<file path="src/rtl/mrs_pkg.sv">
package mrs_pkg;
  typedef enum logic [1:0] {
    RD_NONE = 2'd0,
    RD_X    = 2'd1,
    RD_Y    = 2'd2
  } rd_sel_e;
endpackage

</file>
<file path="src/rtl/mrs_pending.sv">
module mrs_pending #(
  parameter int CNT_W = 4
) (
  input  logic clk,
  input  logic rst_n,
  input  logic inc_i,
  input  logic dec_i,
  output logic nz_o
);
  localparam logic [CNT_W-1:0] CNT_MAX = {CNT_W{1'b1}};
  localparam logic [CNT_W-1:0] CNT_ONE = {{(CNT_W-1){1'b0}}, 1'b1};

  logic [CNT_W-1:0] cnt_q, cnt_d;
  logic             cnt_en;

  always_comb begin
    cnt_d  = cnt_q;
    cnt_en = 1'b0;
    unique case ({inc_i, dec_i})
      2'b10: if (cnt_q != CNT_MAX) begin
        cnt_d  = cnt_q + CNT_ONE;
        cnt_en = 1'b1;
      end
      2'b01: if (cnt_q != '0) begin
        cnt_d  = cnt_q - CNT_ONE;
        cnt_en = 1'b1;
      end
      default: ;
    endcase
  end

  always_ff @(posedge clk or negedge rst_n) begin
    if (!rst_n)      cnt_q <= '0;
    else if (cnt_en) cnt_q <= cnt_d;
  end

  assign nz_o = (cnt_q != '0);
endmodule

</file>
<file path="src/rtl/mrs_reader.sv">
module mrs_reader
  import mrs_pkg::*;
(
  input  logic    rd_x_req_i,
  input  logic    rd_y_req_i,
  input  logic    full_i,
  input  logic    pend_nz_i,
  output rd_sel_e sel_o,
  output logic    x_stall_o,
  output logic    y_stall_o,
  output logic    err_o
);
  always_comb begin
    sel_o     = RD_NONE;
    x_stall_o = 1'b0;
    y_stall_o = 1'b0;
    err_o     = 1'b0;
    if (rd_x_req_i) begin
      y_stall_o = rd_y_req_i;
      if (full_i)         sel_o     = RD_X;
      else if (pend_nz_i) x_stall_o = 1'b1;
      else                err_o     = 1'b1;
    end else if (rd_y_req_i) begin
      if (full_i)         sel_o     = RD_Y;
      else if (pend_nz_i) y_stall_o = 1'b1;
      else                err_o     = 1'b1;
    end
  end
endmodule

</file>
<file path="src/rtl/mrs_slot.sv">
module mrs_slot
  import mrs_pkg::*;
#(
  parameter int W            = 32,
  parameter bit RELEASE_ON_Y = 1'b0
) (
  input  logic         clk,
  input  logic         rst_n,
  input  logic         eng_valid_i,
  input  logic [W-1:0] eng_x_i,
  input  logic [W-1:0] eng_y_i,
  input  rd_sel_e      sel_i,
  input  logic         lost_clr_i,
  output logic         full_o,
  output logic         free_o,
  output logic         lost_o,
  output logic [W-1:0] x_o,
  output logic [W-1:0] y_o
);
  logic         full_q, full_d;
  logic         x_tk_q, x_tk_d;
  logic         y_tk_q, y_tk_d;
  logic         lost_q, lost_d;
  logic [W-1:0] x_q, y_q;
  logic         free_w, cap_w, drop_w, flag_en;

  generate
    if (RELEASE_ON_Y) begin : g_rel_y
      assign free_w = (sel_i == RD_Y);
    end else begin : g_rel_both
      assign free_w = full_q & ((sel_i == RD_X) | x_tk_q)
                             & ((sel_i == RD_Y) | y_tk_q);
    end
  endgenerate

  assign cap_w  = eng_valid_i & (~full_q | free_w);
  assign drop_w = eng_valid_i & full_q & ~free_w;

  always_comb begin
    full_d = full_q;
    x_tk_d = x_tk_q;
    y_tk_d = y_tk_q;
    if (cap_w) begin
      full_d = 1'b1;
      x_tk_d = 1'b0;
      y_tk_d = 1'b0;
    end else if (free_w) begin
      full_d = 1'b0;
      x_tk_d = 1'b0;
      y_tk_d = 1'b0;
    end else begin
      if (sel_i == RD_X) x_tk_d = 1'b1;
      if (sel_i == RD_Y) y_tk_d = 1'b1;
    end
    lost_d = drop_w | (lost_q & ~lost_clr_i);
  end

  assign flag_en = cap_w | free_w | (sel_i != RD_NONE);

  always_ff @(posedge clk or negedge rst_n) begin
    if (!rst_n) begin
      full_q <= 1'b0;
      x_tk_q <= 1'b0;
      y_tk_q <= 1'b0;
    end else if (flag_en) begin
      full_q <= full_d;
      x_tk_q <= x_tk_d;
      y_tk_q <= y_tk_d;
    end
  end

  always_ff @(posedge clk or negedge rst_n) begin
    if (!rst_n) lost_q <= 1'b0;
    else        lost_q <= lost_d;
  end

  always_ff @(posedge clk) begin
    if (cap_w) begin
      x_q <= eng_x_i;
      y_q <= eng_y_i;
    end
  end

  assign full_o = full_q;
  assign free_o = free_w;
  assign lost_o = lost_q;
  assign x_o    = x_q;
  assign y_o    = y_q;
endmodule

</file>
<file path="src/rtl/mathres_slot.sv">
module mathres_slot
  import mrs_pkg::*;
#(
  parameter int W            = 32,
  parameter int CNT_W        = 4,
  parameter bit RELEASE_ON_Y = 1'b0
) (
  input  logic         clk,
  input  logic         rst_n,
  input  logic         cmd_issue_i,
  input  logic         eng_valid_i,
  input  logic [W-1:0] eng_x_i,
  input  logic [W-1:0] eng_y_i,
  input  logic         rd_x_req_i,
  input  logic         rd_y_req_i,
  output logic         rd_x_stall_o,
  output logic         rd_y_stall_o,
  output logic         rd_err_o,
  output logic [W-1:0] rd_data_o,
  output logic         lost_o,
  input  logic         lost_clr_i
);
  rd_sel_e      rd_sel;
  logic         slot_full, slot_free, pend_nz;
  logic [W-1:0] slot_x, slot_y;

  mrs_pending #(.CNT_W(CNT_W)) u_pend (
    .clk   (clk),
    .rst_n (rst_n),
    .inc_i (cmd_issue_i),
    .dec_i (eng_valid_i),
    .nz_o  (pend_nz)
  );

  mrs_reader u_rd (
    .rd_x_req_i (rd_x_req_i),
    .rd_y_req_i (rd_y_req_i),
    .full_i     (slot_full),
    .pend_nz_i  (pend_nz),
    .sel_o      (rd_sel),
    .x_stall_o  (rd_x_stall_o),
    .y_stall_o  (rd_y_stall_o),
    .err_o      (rd_err_o)
  );

  mrs_slot #(.W(W), .RELEASE_ON_Y(RELEASE_ON_Y)) u_slot (
    .clk         (clk),
    .rst_n       (rst_n),
    .eng_valid_i (eng_valid_i),
    .eng_x_i     (eng_x_i),
    .eng_y_i     (eng_y_i),
    .sel_i       (rd_sel),
    .lost_clr_i  (lost_clr_i),
    .full_o      (slot_full),
    .free_o      (slot_free),
    .lost_o      (lost_o),
    .x_o         (slot_x),
    .y_o         (slot_y)
  );

  always_comb begin
    unique case (rd_sel)
      RD_X:    rd_data_o = slot_x;
      RD_Y:    rd_data_o = slot_y;
      default: rd_data_o = '0;
    endcase
  end
endmodule

</file>
<file path="config.mk">
export PLATFORM = sky130hd
export DESIGN_NAME = mathres_slot
export DESIGN_NICKNAME = d
export VERILOG_FILES = /design/src/rtl/mrs_pkg.sv /design/src/rtl/mrs_pending.sv /design/src/rtl/mrs_reader.sv /design/src/rtl/mrs_slot.sv /design/src/rtl/mathres_slot.sv
export SDC_FILE = /design/constraint.sdc
export NUM_CORES = 1
export LEC_CHECK = 0
export ABC_AREA = 1
export BUFFER_PORTS_ARGS = -buffer_cell sky130_fd_sc_hd__buf_2
export CAP_MARGIN = 40
export CORE_UTILIZATION = 49
export DETAILED_ROUTE_END_ITERATION = 8
export PLACE_DENSITY = 0.79
export SYNTH_ARGS = -nofsm -noshare
export SYNTH_HDL_FRONTEND = slang
export SYNTH_SLANG_ARGS = --single-unit
</file>
<file path="constraint.sdc">
create_clock -name clk -period 6 [get_ports clk]
set_clock_uncertainty 0.15 [all_clocks]
set_input_delay 1.2 -clock clk [delete_from_list [all_inputs] [get_ports clk]]
set_output_delay 1.2 -clock clk [all_outputs]
set_load 0.02 [all_outputs]
</file>
==> results of run 1 <==
sequential cells by signal, summed over array words and instances, names as in the netlist:
name / flops
u_slot.x_o: 32
u_slot.y_o: 32
u_pend.cnt_q: 4
u_slot.full_o: 1
u_slot.lost_o: 1
u_slot.x_tk_q: 1
u_slot.y_tk_q: 1
final cells by class:
| cell class | count | area, µm² |
|---|---|---|
| Sequential cell | 72 | 2120 |
| Clock buffer | 12 | 135 |
| Fill cell | 456 | 2110 |
| Timing Repair Buffer | 108 | 566 |
| Clock inverter | 4 | 45.0 |
| Inverter | 47 | 176 |
| Multi-Input combinational cell | 124 | 641 |
| Tap cell | 75 | 93.8 |
logic make-up after synthesis:
group / after synthesis / synth area share (%)
AOI/OAI and AO/OA: 39 / 6.82
xor gates and xnor gates: 3 / 0.884
DFF: 72 / 71.4
adders and majority gates: 5 / 2.36
buffers and inverters: 54 / 7.45
and+or+nand+nor: 77 / 11.1
how the worst min path moves through the flow:
stage | start | slack, ns | cells after the start | endpoint
floorplan | u_slot.x_tk_q$_DFFE_PN0P_ | 0.33 | 2 | u_slot.x_tk_q$_DFFE_PN0P_
global placement | u_slot.x_tk_q$_DFFE_PN0P_ | 0.35 | 2 | u_slot.x_tk_q$_DFFE_PN0P_
detailed placement | u_slot.x_tk_q$_DFFE_PN0P_ | 0.36 | 2 | u_slot.x_tk_q$_DFFE_PN0P_
CTS | u_slot.x_tk_q$_DFFE_PN0P_ | 0.37 | 2 | u_slot.x_tk_q$_DFFE_PN0P_
global route | u_slot.x_tk_q$_DFFE_PN0P_ | 0.43 | 2 | u_slot.x_tk_q$_DFFE_PN0P_
finish | u_slot.x_tk_q$_DFFE_PN0P_ | 0.37 | 2 | u_slot.x_tk_q$_DFFE_PN0P_
worst reg2reg max path: stages (launching register included):
cell     delay, ns
dfrtp_1       0.60
nand3_4       0.36
nand2_1       0.19
nand2_1       0.16
a21oi_4       0.42
buf_16        0.22
buf_4         0.37
placed cells by master (no fill, tap or decap), drive strengths merged, types with 4 or more instances in the layout:
cell    instances
buf           108
nand2          59
edfxtp         64
dfrtp           8
nor2           11
o21ai          34
clkbuf         12
ha              4
inv            47
nand3           7
layer usage:
| layer | wire (µm) | track usage, % | share of wire, % |
|---|---|---|---|
| met5 | 0 | 0 | 0 |
| met1 | 2110 | 19.0 | 41 |
| met2 | 2540 | 28.8 | 50 |
| met4 | 64 | 8.04 | 1.3 |
| met3 | 367 | 4.91 | 7.2 |
synthesized netlist by cell type, drive strengths merged:
library cell	count
a21oi	2
xor2	1
clkbuf	3
fa	1
a211oi	1
dfrtp	8
nor2	11
edfxtp	64
buf	4
o21ai	34
xnor2	2
nand2	59
o211ai	1
inv	47
ha	4
nand3	7
o21a	1
where the power goes:
group          switching (mW)  leakage [nW]  internal [mW]
logic                   0.261         0.977          0.137
clock network           0.164        0.0857          0.190
registers              0.0461         0.692          0.680
==> flow_metrics.tcl, run 1 <==
set metrics [dict create \
    antennaDiodeCount 0 \
    dpl.hpwl_um 3600 \
    ys_ff_latch 72 \
    dpl_cell_area_um2 3600 \
    grt_pass1_wl_um 7740 \
    dp_slack_ns 2.39 \
    core_um2 5890 \
    hold_violations 0 \
    drt_pass1_iterations 4 \
    max_freq_mhz 278 \
    finalInstanceArea_um2 3780 \
    layout.nets 438 \
    worstSetupPathType "in2out" \
    syn_area_per_cell_um2 11.9 \
    drv_slew 0 \
    h-tree-depth 3 \
    area_growth_pct 27.1 \
    ys_types 24 \
    grt_max_degree 34 \
    die_area_um2 6380 \
    drc 0 \
    crit_fanout 33 \
    layout_worst_path_cycle_share_pct 59.9 \
    drt_iter0_drc 132 \
    r2r_end "u_slot.x_o[24]$_DFFE_PP_" \
    grt_pass1_vias 1819 \
    crit_path_end_kind "output pin" \
    min_path_type "reg2reg" \
    cts_sinks 72 \
    total_power_mw 1.48 \
    max_cap_violations 0 \
    setup-violations-final 0 \
    cts_tree "done" \
    ctsResizeCount 0 \
    fin_util_pct 64.2 \
    overflow 0 \
    wl_per_cell_um 11.5 \
    vias 2008 \
    crit_buf_inv 3 \
    cp_num_cells 6 \
    clk_pin_slew_ns 0.07 \
    finalSetupTns_ns 0 \
    vdd_ir_drop_max_v 0.000240 \
    place.gp.congestion 0.815 \
    antenna_found_initial 0 \
    synth_area_leaders "edfxtp_1 (65%), nand2_1 (7.4%), dfrtp_1 (6.7%), inv_1 (5.7%), o21ai_0 (5.1%)" \
    whs_ns 0.365 \
    min_period_ns 3.59 \
    netlist_area_um2 2970 \
    synth_top_cell_by_area "edfxtp_1" \
    initial_core_util_pct 50.5 \
    postSynthCellCount 250 \
    cp_data_arrival_time_ns 2.24 \
    viasPerCell 4.54 \
    insertion_delay_ns 0.32 \
    rr_startpoint "u_slot.full_o$_DFFE_PN0P_" \
    synth_nets 326 \
    tightest_slew_ns 0.535 \
    die_y_um 79.9 \
    setup_slack_ns 2.41 \
    pin_count 107 \
    slowest_delay_ns 0.41 \
    cts_setup_buffers 0 \
    ys_seq_area_share_pct 71.4 \
    status "finished, final reports clean" \
    grt.total_usage_pct 16.7 \
    yosys_warnings 0 \
    rsz0062_at_grt "no" \
    place_inst 426 \
    r2r_cells 6 \
    startpoint_type "input pin" \
    power.density_nw_per_um2 391 \
    portBuffers 106 \
    leakage_nw 1.76 \
    required_ns 4.65 \
    fp.dieW_um 79.9 \
    wl_um 5080 \
    netlist.area_leader.share_pct 64.6 \
    cpMaxStageDelayCell "inv_2" \
    reg2reg_slack_ns 3.17 \
    cts.hold.buffers_added 0 \
    cts.path.max_buffers 2 \
    path_cells "buf_2 -> nand2_1 -> inv_2 -> nand2_1 -> o21ai_0 -> buf_2" \
    post_route_cells_drive_above_1_share_pct 34.9 \
    numCtsBuffers 9 \
    endpoint "rd_data_o[26]" \
    slew_headroom_pct 64.3 \
    postRouteAntennaNets 0 \
    stdcell_count 442 \
    root_buffer "clkbuf_8" \
    startpoint "rd_x_req_i" \
    crit_family "buffers and inverters" \
    rows 28 \
]
Power figures use the tool's default switching activity.
==> run 2: changes to the inputs <==
--- a/config.mk
+++ b/config.mk
@@ -5,12 +5,12 @@
 export SDC_FILE = /design/constraint.sdc
 export NUM_CORES = 1
 export LEC_CHECK = 0
-export ABC_AREA = 1
+export ABC_AREA = 0
 export BUFFER_PORTS_ARGS = -buffer_cell sky130_fd_sc_hd__buf_2
 export CAP_MARGIN = 40
-export CORE_UTILIZATION = 49
+export CORE_UTILIZATION = 48
 export DETAILED_ROUTE_END_ITERATION = 8
-export PLACE_DENSITY = 0.79
+export PLACE_DENSITY = 0.78
 export SYNTH_ARGS = -nofsm -noshare
 export SYNTH_HDL_FRONTEND = slang
 export SYNTH_SLANG_ARGS = --single-unit
==> constraint.sdc (replaced) <==
create_clock -name clk -period 3.75 [get_ports clk]
set_clock_uncertainty 0.15 [all_clocks]
set_input_delay 0.75 -clock clk [delete_from_list [all_inputs] [get_ports clk]]
set_output_delay 0.75 -clock clk [all_outputs]
set_load 0.02 [all_outputs]
==> run 2 against run 1 <==
Count of clock-buffer cells in the layout is 2 lower. Sequential power is 42% higher. Register-to-register slack worse by 1.2 ns. Die area is 2.8% lower. Worst setup slack worse by 1.6 ns. Global-route usage is 1.1 points higher. Via count is 9.4% lower. Clock power is 76% higher. Hold slack worse by 0.27 ns. Synthesized cell count is 32% lower. Combinational power is 9.8% lower. Critical path type unchanged. Largest cell class unchanged.
==> flow_metrics.tcl, run 2 <==
set metrics [dict create \
    initial_core_util_pct 50.4 \
    finalSetupTns_ns 0 \
    wl_per_cell_um 14.1 \
    cts_tree "done" \
    async_flop_share_pct 11.1 \
    synth_nets 245 \
    core_um2 5610 \
    hold_violations 0 \
    tightest_slew_ns 0.481 \
    synth_top_cell_by_area "edfxtp_1" \
    layout_commonest_cell "buf_2" \
    min_path_type "in2async" \
    setup-violations-final 0 \
    antennaDiodeCount 0 \
    multiInputGateArea_um2 627 \
    die_area_um2 6200 \
    vias 1820 \
    slew_headroom_pct 67.9 \
    worstSetupPathType "in2out" \
    yosys_warnings 0 \
    crit_fanout 22 \
    postRouteAntennaNets 0 \
    rows 27 \
    min_period_ns 2.90 \
    startpoint_type "input pin" \
    synth_top_flop_cell "edfxtp_1" \
    cts.hold.buffers_added 0 \
    pin_count 107 \
    combPwrFrac_pct 17.9 \
    antenna_found_initial 0 \
    die_y_um 78.8 \
    ys_types 34 \
    clk_pin_slew_ns 0.07 \
    layout_common_cells "buf_2 (106), edfxtp_1 (64), a22o_1 (33)" \
    grt.total_usage_pct 17.9 \
    p_int_mw 1.49 \
    place.gp.congestion 0.828 \
    p_seq_share_pct 51.2 \
    cts_setup_buffers 0 \
    synthTopCellsByCount "edfxtp_1 (64), a22o_1 (33), dfrtp_1 (8), inv_1 (8), nor2_1 (8)" \
    max_cap_violations 0 \
    p_switching_mw 0.519 \
    crit_path_end_kind "output pin" \
    vdd_ir_drop_max_v 0.000345 \
    synth_edf_count 64 \
    nFillCells 416 \
    numCtsBuffers 9 \
    portBuffers 106 \
    overflow 0 \
    drc 0 \
    viasPerCell 5.08 \
    swShare_pct 25.8 \
    cts_sinks 72 \
    ys_ff_latch 72 \
    layout.nets 358 \
    ys_seq_area_share_pct 75.0 \
    required_ns 2.85 \
    root_buffer "clkbuf_8" \
    syn_area_per_cell_um2 16.7 \
    layout_worst_path_cycle_share_pct 77.3 \
    synth_area_leaders "edfxtp_1 (68%), a22o_1 (10%), dfrtp_1 (7.1%), ha_1 (1.8%), buf_6 (1.2%)" \
    power.density_nw_per_um2 552 \
    leakage_nw 1.54 \
    netlist_area_um2 2830 \
    postSynthCellCount 169 \
    h-tree-depth 3 \
    area_growth_pct 28.8 \
    rsz0062_at_grt "no" \
    post_route_cells_drive_above_1_share_pct 44.1 \
    grt_pass1_wl_um 7990 \
    grt_pass1_vias 1768 \
    drt_iter0_drc 80 \
    fin_util_pct 64.9 \
    grt_max_degree 41 \
    wl_um 5030 \
    fp.dieW_um 78.8 \
    synth.most_common_cell "edfxtp_1" \
    seqCellArea_um2 2120 \
    status "finished, final reports clean" \
    cp_data_arrival_time_ns 2.00 \
    cts.path.max_buffers 2 \
    ctsResizeCount 0 \
    total_power_mw 2.01 \
    dpl.hpwl_um 3500 \
    netlist.area_leader.share_pct 68.0 \
    drv_slew 0 \
    p_clk_share_pct 30.9 \
    max_freq_mhz 345 \
    drt_pass1_iterations 5 \
    insertion_delay_ns 0.33 \
]
[run 2: cell types whose count changed after synthesis, moves of 4 or more]
cell,delta
nand2_1,-56
inv_1,-37
o21ai_0,-28
o21ai_1,-4
a22o_1,+33
[run 2: layout make-up]
| class | instances | share of cell area [%] |
|---|---|---|
| Inverter | 8 | 0.824 |
| Tap cell | 72 | 2.47 |
| Timing Repair Buffer | 110 | 15.7 |
| Multi-Input combinational cell | 81 | 17.2 |
| Clock buffer | 10 | 3.50 |
| Clock inverter | 5 | 1.99 |
| Sequential cell | 72 | 58.3 |
[run 2: power by group through the flow]
| stage | logic (mW) | clock network, mW | registers, mW |
|---|---|---|---|
| after floorplan | 0.248 | 0 | 1.04 |
| after global placement | 0.352 | 0 | 1.05 |
| after detailed placement | 0.361 | 0 | 1.05 |
| after CTS | 0.362 | 0.637 | 1.03 |
| after global routing | 0.398 | 0.670 | 1.04 |
| final | 0.359 | 0.623 | 1.03 |
[run 2: per-stage QoR]
stage                     area [µm²]  std cells  worst slack [ns]  hold WS [ns]
after floorplan                 2830        169             0.434         0.304
after global placement          3440        343             0.848         0.363
after detailed placement        3440        343             0.835         0.365
after CTS                       3640        358             0.825        0.0829
after global routing            3640        358             0.730        0.0932
final                           3640        358             0.850        0.0915
[run 2: worst max-delay path, stage by stage]
cell and delay, ns:
buf_2 0.14, nor2b_1 0.13, and2_1 0.44, buf_12 0.23, a22o_1 0.15, buf_2 0.16
[run 2: routing by layer]
layer	vias up	GRT usage [%]	wire length, µm
met1	846	20.9	2140
li1	895	-	-
met3	9	4.71	333
met5	-	0	0
met2	70	29.3	2470
met4	0	11.1	92
[run 2: worst paths after layout]
check / from / end / slack, ns / cells after the start
min in group clk: u_slot.x_tk_q$_DFFE_PN0P_ / u_slot.y_tk_q$_DFFE_PN0P_ / 0.38 / 1
hold / removal: rst_n / u_slot.full_o$_DFFE_PN0P_ / 0.09 / 1
hold reg to reg: u_slot.x_tk_q$_DFFE_PN0P_ / u_slot.y_tk_q$_DFFE_PN0P_ / 0.38 / 1
setup / recovery: rd_x_req_i / rd_data_o[10] / 0.85 / 6
setup reg to reg: u_pend.cnt_q[1]$_DFFE_PN0P_ / u_pend.cnt_q[3]$_DFFE_PN0P_ / 1.93 / 5
max in group asynchronous: rst_n / u_slot.x_tk_q$_DFFE_PN0P_ / 3.19 / 1
[run 2: cells by family after synthesis]
logic type	Yosys count	synth area share, %
flops	72	75.0
compound gates	49	14.0
xor+xnor	1	0.310
buf+inv	16	3.19
simple gates	26	4.96
fa+ha+maj	5	2.48
==> run 3: changes to the inputs <==
==> constraint.sdc (replaced) <==
create_clock -name clk -period 2.8 [get_ports clk]
set_clock_uncertainty 0.15 [all_clocks]
set_input_delay 0.56 -clock clk [delete_from_list [all_inputs] [get_ports clk]]
set_output_delay 0.56 -clock clk [all_outputs]
set_load 0.02 [all_outputs]
==> run 3 against run 2 <==
Hold slack gained 0.15 ns. Die area is the same. Final area grew 0.10%. Clock power grew 21%. Register-to-register slack lost 0.91 ns. Total power grew 31%. Via count grew 0.60%. Critical endpoint is now rd_data_o[9]. Utilization grew 0.067 points. Final cell count grew 0.84%. Highest routed layer unchanged.
==> flow_metrics.tcl, run 3 (synthesis results as in run 2) <==
set metrics [dict create \
    overflow 0 \
    wl_met1_um 2250 \
    numCtsBuffers 9 \
    drc 0 \
    vdd_ir_drop_max_v 0.000358 \
    viasPerCell 5.07 \
    grt_pass1_vias 1811 \
    rr_startpoint "u_pend.cnt_q[1]$_DFFE_PN0P_" \
    layout_common_cells "buf_2 (106), edfxtp_1 (64), a22o_1 (33)" \
    tightest_slew_ns 0.474 \
    die_area_um2 6200 \
    max_freq_mhz 388 \
    finalSetupTns_ns 0 \
    drt_pass1_iterations 4 \
    area_growth_pct 28.9 \
    grt_max_degree 35 \
    startpoint "u_slot.full_o$_DFFE_PN0P_" \
    power.density_nw_per_um2 722 \
    layout_commonest_cell "buf_2" \
    insertion_delay_ns 0.33 \
    max_cap_violations 0 \
    multiInputGateArea_um2 627 \
    vias 1831 \
    route.met3.wl_um 310 \
    crit_fanout 21 \
    layout_worst_path_cycle_share_pct 92.1 \
    fp.dieW_um 78.8 \
    seqCellArea_um2 2120 \
    min_path_type "in2reg" \
    swShare_pct 27.2 \
    min_from "eng_y_i[26]" \
    combPwrFrac_pct 18.6 \
    grt_pass1_wl_um 8640 \
    rows 27 \
    crit_path_end_kind "output pin" \
    cts_tree "done" \
    nFillCells 430 \
    hold_violations 0 \
    wl_per_cell_um 15.5 \
    drt_iter0_drc 52 \
    startpoint_type "register" \
    h-tree-depth 3 \
    rsz0062_at_grt "no" \
    leakage_nw 1.54 \
    initial_core_util_pct 50.4 \
    worstSetupPathType "reg2out" \
    place.gp.congestion 0.782 \
    p_seq_share_pct 52.6 \
    portBuffers 106 \
    post_route_cells_drive_above_1_share_pct 44.6 \
    top_layer_used "met4" \
    met2_length_um 2930 \
    dpl.hpwl_um 4090 \
    die_y_um 78.8 \
    slew_headroom_pct 68.4 \
    status "finished, final reports clean" \
    pin_count 107 \
    postRouteAntennaNets 0 \
    layout.nets 360 \
    p_int_mw 1.92 \
    cp_data_arrival_time_ns 1.87 \
    min_period_ns 2.58 \
    root_buffer "clkbuf_8" \
    setup-violations-final 0 \
    grt.total_usage_pct 19.4 \
    p_clk_share_pct 28.7 \
    core_um2 5610 \
    cts_setup_buffers 0 \
    clk_pin_slew_ns 0.07 \
    antenna_found_initial 0 \
    cts.path.max_buffers 2 \
    wl_um 5580 \
    total_power_mw 2.63 \
    drv_slew 0 \
    required_ns 2.09 \
    p_switching_mw 0.715 \
    antennaDiodeCount 0 \
    cts_sinks 72 \
]
==> run 3: changes by cell type in the layout (fill, tap and decap cells not counted), sizes merged <==
cell / delta
clkinvlp: +2
buf: +1
bufinv: -1
clkbuf: -1
clkinv: +1
dlygate4sd3: +1
==> run 3: cell type report <==
class                   instances  share of cell area (%)
repair buffers                112                    16.2
clock buffers                   9                    3.40
well taps                      72                    2.47
inverters                       8                   0.824
clock inverters                 7                    1.72
multi-input cells              81                    17.2
flip-flops and latches         72                    58.2
==> run 3: metal layers <==
| metal | track usage (%) | up-vias |
|---|---|---|
| met5 | 0 | - |
| met4 | 8.52 | 0 |
| met3 | 6.44 | 6 |
| met2 | 33.0 | 55 |
| met1 | 22.3 | 870 |
| li1 | - | 900 |
==> run 3: worst paths after layout <==
kind	end	slack [ns]	cells past startpoint
min	u_slot.y_o[26]$_DFFE_PP_	0.25	1
min reg2reg	u_slot.lost_o$_DFF_PN0_	0.39	2
max in group asynchronous	u_pend.cnt_q[0]$_DFFE_PN0P_	1.87	2
max	rd_data_o[9]	0.22	4
min in group asynchronous	u_pend.cnt_q[3]$_DFFE_PN0P_	0.45	2
max reg2reg	u_pend.cnt_q[3]$_DFFE_PN0P_	1.02	5
==> run 3: through the flow <==
step	setup WS, ns	utilization, %	std cells	instance area (µm²)	hold slack (ns)
2_1_floorplan	0.335	-	169	2840	0.114
3_3_place_gp	0.378	61.5	344	3450	0.266
3_5_place_dp	0.366	61.5	344	3450	0.269
4_1_cts	0.187	65.0	361	3650	0.231
5_1_grt	0.0315	65.0	361	3650	0.220
6_report	0.222	65.0	361	3650	0.246
==> run 3: power groups by stage <==
stage / Sequential (mW) / Combinational (mW) / Clock [mW]
2_1_floorplan: 1.39 / 0.334 / 0
3_3_place_gp: 1.40 / 0.474 / 0
3_5_place_dp: 1.41 / 0.493 / 0
4_1_cts: 1.38 / 0.495 / 0.779
5_1_grt: 1.40 / 0.540 / 0.828
6_report: 1.38 / 0.490 / 0.756
==> run 3: what timing repair did <==
| item | in CTS | in global routing |
|---|---|---|
| hold buffers | 1 | 0 |
| endpoints found under the hold margin | 8 | 0 |
| gates resized for setup | 0 | 0 |
==> run 3: critical path, stage by stage (launching register included) <==
cell and delay [ns]:
dfrtp_1 0.51, and2_1 0.48, buf_12 0.22, a22o_1 0.16
buf_2 0.16
